<file path="src/rtl/ctrl_pkg.sv">
package ctrl_pkg;

    localparam int OPC_W   = 6;
    localparam int FN_W    = 6;
    localparam int CLASS_W = 2;
    localparam int AOP_W   = 3;

    localparam logic [OPC_W-1:0] OPC_RR  = 6'b000000;
    localparam logic [OPC_W-1:0] OPC_LD  = 6'b100011;
    localparam logic [OPC_W-1:0] OPC_ST  = 6'b101011;
    localparam logic [OPC_W-1:0] OPC_BEQ = 6'b000100;

    localparam logic [FN_W-1:0] FN_ADD = 6'b100000;
    localparam logic [FN_W-1:0] FN_SUB = 6'b100010;
    localparam logic [FN_W-1:0] FN_AND = 6'b100100;
    localparam logic [FN_W-1:0] FN_OR  = 6'b100101;
    localparam logic [FN_W-1:0] FN_SLT = 6'b101010;

    typedef enum logic [CLASS_W-1:0] {
        CLS_ADD  = 2'b00,
        CLS_SUB  = 2'b01,
        CLS_FUNC = 2'b10,
        CLS_RSVD = 2'b11
    } op_class_e;

    typedef enum logic [AOP_W-1:0] {
        AOP_ADD = 3'd0,
        AOP_SUB = 3'd1,
        AOP_AND = 3'd2,
        AOP_OR  = 3'd3,
        AOP_SLT = 3'd4
    } alu_op_e;

    typedef struct packed {
        logic      dst_sel;
        logic      opb_sel;
        logic      wb_sel;
        logic      rf_we;
        logic      dmem_re;
        logic      dmem_we;
        op_class_e op_class;
        logic      br;
    } ctrl_lines_t;

    localparam ctrl_lines_t CTRL_IDLE = '{
        dst_sel: 1'b0, opb_sel: 1'b0, wb_sel: 1'b0, rf_we: 1'b0,
        dmem_re: 1'b0, dmem_we: 1'b0, op_class: CLS_ADD, br: 1'b0};

    function automatic alu_op_e fn_to_aop(input logic [FN_W-1:0] fn);
        alu_op_e r;
        unique case (fn)
            FN_ADD:  r = AOP_ADD;
            FN_SUB:  r = AOP_SUB;
            FN_AND:  r = AOP_AND;
            FN_OR:   r = AOP_OR;
            FN_SLT:  r = AOP_SLT;
            default: r = AOP_ADD;
        endcase
        return r;
    endfunction

endpackage

</file>
<file path="src/rtl/main_decoder.sv">
module main_decoder
    import ctrl_pkg::*;
(
    input  logic [OPC_W-1:0] opcode,
    output ctrl_lines_t      lines
);
    always_comb begin
        lines = CTRL_IDLE;
        unique case (opcode)
            OPC_RR: begin
                lines.dst_sel  = 1'b1;
                lines.rf_we    = 1'b1;
                lines.op_class = CLS_FUNC;
            end
            OPC_LD: begin
                lines.opb_sel  = 1'b1;
                lines.wb_sel   = 1'b1;
                lines.rf_we    = 1'b1;
                lines.dmem_re  = 1'b1;
            end
            OPC_ST: begin
                lines.opb_sel  = 1'b1;
                lines.dmem_we  = 1'b1;
            end
            OPC_BEQ: begin
                lines.op_class = CLS_SUB;
                lines.br       = 1'b1;
            end
            default: lines = CTRL_IDLE;
        endcase
    end
endmodule

</file>
<file path="src/rtl/alu_ctrl.sv">
module alu_ctrl
    import ctrl_pkg::*;
(
    input  op_class_e       op_class,
    input  logic [FN_W-1:0] funct,
    output alu_op_e         alu_op
);
    always_comb begin
        unique case (op_class)
            CLS_SUB:  alu_op = AOP_SUB;
            CLS_FUNC: alu_op = fn_to_aop(funct);
            default:  alu_op = AOP_ADD;
        endcase
    end
endmodule

</file>
<file path="src/rtl/pc_select.sv">
module pc_select (
    input  logic br,
    input  logic alu_zero,
    output logic pc_sel
);
    assign pc_sel = br & alu_zero;
endmodule

</file>
<file path="src/rtl/cpu_ctrl_unit.sv">
module cpu_ctrl_unit
    import ctrl_pkg::*;
(
    input  logic [5:0] opcode,
    input  logic [5:0] funct,
    input  logic       alu_zero,
    output logic       dst_sel,
    output logic       opb_sel,
    output logic       wb_sel,
    output logic       rf_we,
    output logic       dmem_re,
    output logic       dmem_we,
    output logic [1:0] op_class,
    output logic       br,
    output logic [2:0] alu_op,
    output logic       pc_sel
);
    ctrl_lines_t lines;
    alu_op_e     aop;

    main_decoder u_main (.opcode(opcode), .lines(lines));
    alu_ctrl     u_aluc (.op_class(lines.op_class), .funct(funct), .alu_op(aop));
    pc_select    u_pcs  (.br(lines.br), .alu_zero(alu_zero), .pc_sel(pc_sel));

    assign dst_sel  = lines.dst_sel;
    assign opb_sel  = lines.opb_sel;
    assign wb_sel   = lines.wb_sel;
    assign rf_we    = lines.rf_we;
    assign dmem_re  = lines.dmem_re;
    assign dmem_we  = lines.dmem_we;
    assign op_class = lines.op_class;
    assign br       = lines.br;
    assign alu_op   = aop;
endmodule

</file>
<file path="config.mk">
export PLATFORM = sky130hd
export DESIGN_NAME = cpu_ctrl_unit
export DESIGN_NICKNAME = d
export VERILOG_FILES = /design/src/rtl/ctrl_pkg.sv /design/src/rtl/main_decoder.sv /design/src/rtl/alu_ctrl.sv /design/src/rtl/pc_select.sv /design/src/rtl/cpu_ctrl_unit.sv
export SDC_FILE = /design/constraint.sdc
export NUM_CORES = 1
export LEC_CHECK = 0
export ABC_AREA = 0
export CORE_AREA = 2 2 39 41
export DETAILED_ROUTE_END_ITERATION = 8
export DIE_AREA = 0 0 41 43
export GPL_TIMING_DRIVEN = 0
export SLEW_MARGIN = 25
export SYNTH_ARGS = -nofsm -noshare
export SYNTH_HDL_FRONTEND = slang
export SYNTH_SLANG_ARGS = --single-unit
</file>
<file path="constraint.sdc">
create_clock -name vclk -period 2.6
set_input_delay 0.52 -clock vclk [all_inputs]
set_output_delay 0.52 -clock vclk [all_outputs]
set_load 0.005 [all_outputs]
</file>
==> summary.md <==
| Metric | Value |
|---|---|
| Final Wtd Congestion | approximately 0.62 |
| Layout fillers | roughly 160 |
| Critical Path RT | 2.08 ns |
| Final WS setup | -0.00929 ns |
| Die footprint | roughly 1800 µm² |
| Max_slew headroom | 86.5% |
| Diode count | 0 |
| Total track usage | 9.29% |
| First-pass GRT wire length | 1.21 mm |
| Power per cell area | 64.7 nW/µm² |
| Setup violators final | 1 |
| Hpwl dp | about 530 µm |
| Clk_buf instances | 0 |
| Worst-path fanout max | 2 |
| Largest net degree at the start of global routing | 5 |
| Post-layout util | between 40% and 50% |
| Max-slew violation count | 0 |
| Hold-fix buffers, CTS | 0 |
| Num rows | 14 |
| RSZ-0062 raised after global routing | true |
| Routed wire length per instance | 9.90 µm |
| Routed wire length | between 700 and 800 µm |
| Final hold vios | 0 |
| Fin cells | 78 |
| Synth Net Count | 45 |
| Final ANT Viol Nets | 0 |
| Register area | 0 µm² |
| VDD IR max | 0.0301 mV |
| Lkg Pwr | around 0.28 nW |
| Final #Nets | 80 |
| Number of flip-flops and latches | 0 |
| Design Area, Final | 574 µm² |
| Post-DR vias/cell | 4.19 |
| Min Hold Slack | 1.69 ns |
| Syn. warnings | 0 |
| Crit. End Element | output pin |
| Pre-antenna DRT Iters | 1 |
| Number of global-route vias before repair | 307 |
| Drt drc | 0 |
| FMAX | 383 MHz |
| Port Buf Inserts | 26 |
| Worst Tran Pin Value | between 0.2 and 0.25 ns |
| Syn avg cell area | 7.03 µm² |
| Fin crit share | 100% |
| Initial Utilization | 14.7% |
| Status | finished, violations left |
| I/O Pins | 26 |
| Initial antenna violation count | 0 |
| Synthesized area | 204 µm² |
| Worst Path Arrival | 2.09 ns |
| Synth-to-Final Area Change | 182% |
| Layout cells sized above 1 | 40.3% |
| Failing checks | negative setup slack |
| Dpl ws | -0.896 ns |
| Cells after Synth | 29 |
| Min Tclk post-route | 2.61 ns |
| Total power | 37.2 µW |
| Die W | 41 µm |
| Fin Setup TNS | -0.00929 ns |
| DRT iter0 DRCs | 0 |
| Setup CP Type | primary input to output pin |
| Crit start category | primary input |
| GRT overflow | 0 |
| Via count | approximately 330 |
| Area post-placement | 484 µm² |
| Die H | 43 µm |
| Placed insts | 71 |
| Worst Hold Class | primary input to output pin |
| Core area | between 1000 and 1500 µm² |
| Post-synth cell types | 16 |
| Register area share after synthesis | 0% |
| Max-Cap Viols | 0 |
## cells by family (layout without fill, tap and decap cells)
group                    count (synthesis)  count (layout)  synth area share, %
AND/OR/NAND/NOR                         17              17                 59.5
buffers and inverters                    6              39                 14.7
AO/OA/AOI/OAI                            3               3                 7.35
adder cells (fa/ha/maj)                  3               3                 18.4
## report_power, final
group	leakage, nW	internal, mW	switching [mW]	total (mW)
Sequential	0	0	0	0
Combinational	0.280	0.0248	0.0124	0.0372
Clock	0	0	0	0
Total	0.280	0.0248	0.0124	0.0372
## worst max-delay path: stages
cell	delay (ns)
buf_8	0.10
nor4_4	0.26
and3b_2	0.26
inv_4	0.05
ha_4	0.25
or3b_4	0.38
nor3b_2	0.15
buf_2	0.12
## per-layer routing
metal	vias to the layer above	share of wire, %	GRT usage [%]
li1	161	-	-
met1	141	36	10.4
met2	25	42	15.0
met3	0	22	6.28
met4	0	0	0
met5	-	0	0
## path summary, 6_finish.rpt
check / startpoint / end / slack [ns] / cells after the start
min: opcode[3] / dmem_we / 1.69 / 4
max: opcode[1] / alu_op[1] / -0.009 / 8
## cells in the mapped netlist
cell type / n / area share (%)
or3b_4: 1 / 5.5
nand2_1: 2 / 3.7
inv_1: 4 / 7.4
nor2_1: 6 / 11
nand3b_4: 1 / 9.8
nand3_1: 1 / 2.5
and2_1: 1 / 3.1
o21ai_0: 1 / 2.5
a21oi_1: 1 / 2.5
ha_1: 3 / 18
nor3b_2: 1 / 6.1
o21ai_1: 1 / 2.5
buf_4: 2 / 7.4
and3b_1: 2 / 8.6
nand4_1: 1 / 3.1
nor4_2: 1 / 6.1
## what timing repair did
action	CTS	global route
endpoints found under the setup margin	6	3
endpoints found under the hold margin	0	0
resized for setup	37	2
pin swaps	7	2
setup buffers	6	1
## layout make-up
cell class | instances | area [µm²] | area share, %
plain buffers | 2 | 15.0 | 2.61
inverters | 4 | 17.5 | 3.05
multi-input cells | 23 | 213 | 37.0
repair buffers | 33 | 309 | 53.8
well taps | 16 | 20.0 | 3.49
## layout by cell type, fill, tap and decap left out
cell              n
clkdlybuf4s50_1  17
buf_4             8
nor2_1            6
buf_2             3
nand2_1           2
inv_1             2
ha_4              2
dlygate4sd2_1     2
buf_6             2
nor4_4            1
and3b_2           1
inv_4             1
inv_2             1
nand3b_4          1
nand3_1           1
or3b_4            1
nor3b_2           1
and3b_1           1
a21oi_1           1
o21ai_2           1
nand4_1           1
o21ai_0           1
and2_1            1
ha_1              1
clkdlybuf4s15_2   1
buf_8             1
dlymetal6s2s_1    1
No activity file was read; power rests on OpenSTA's default activity.
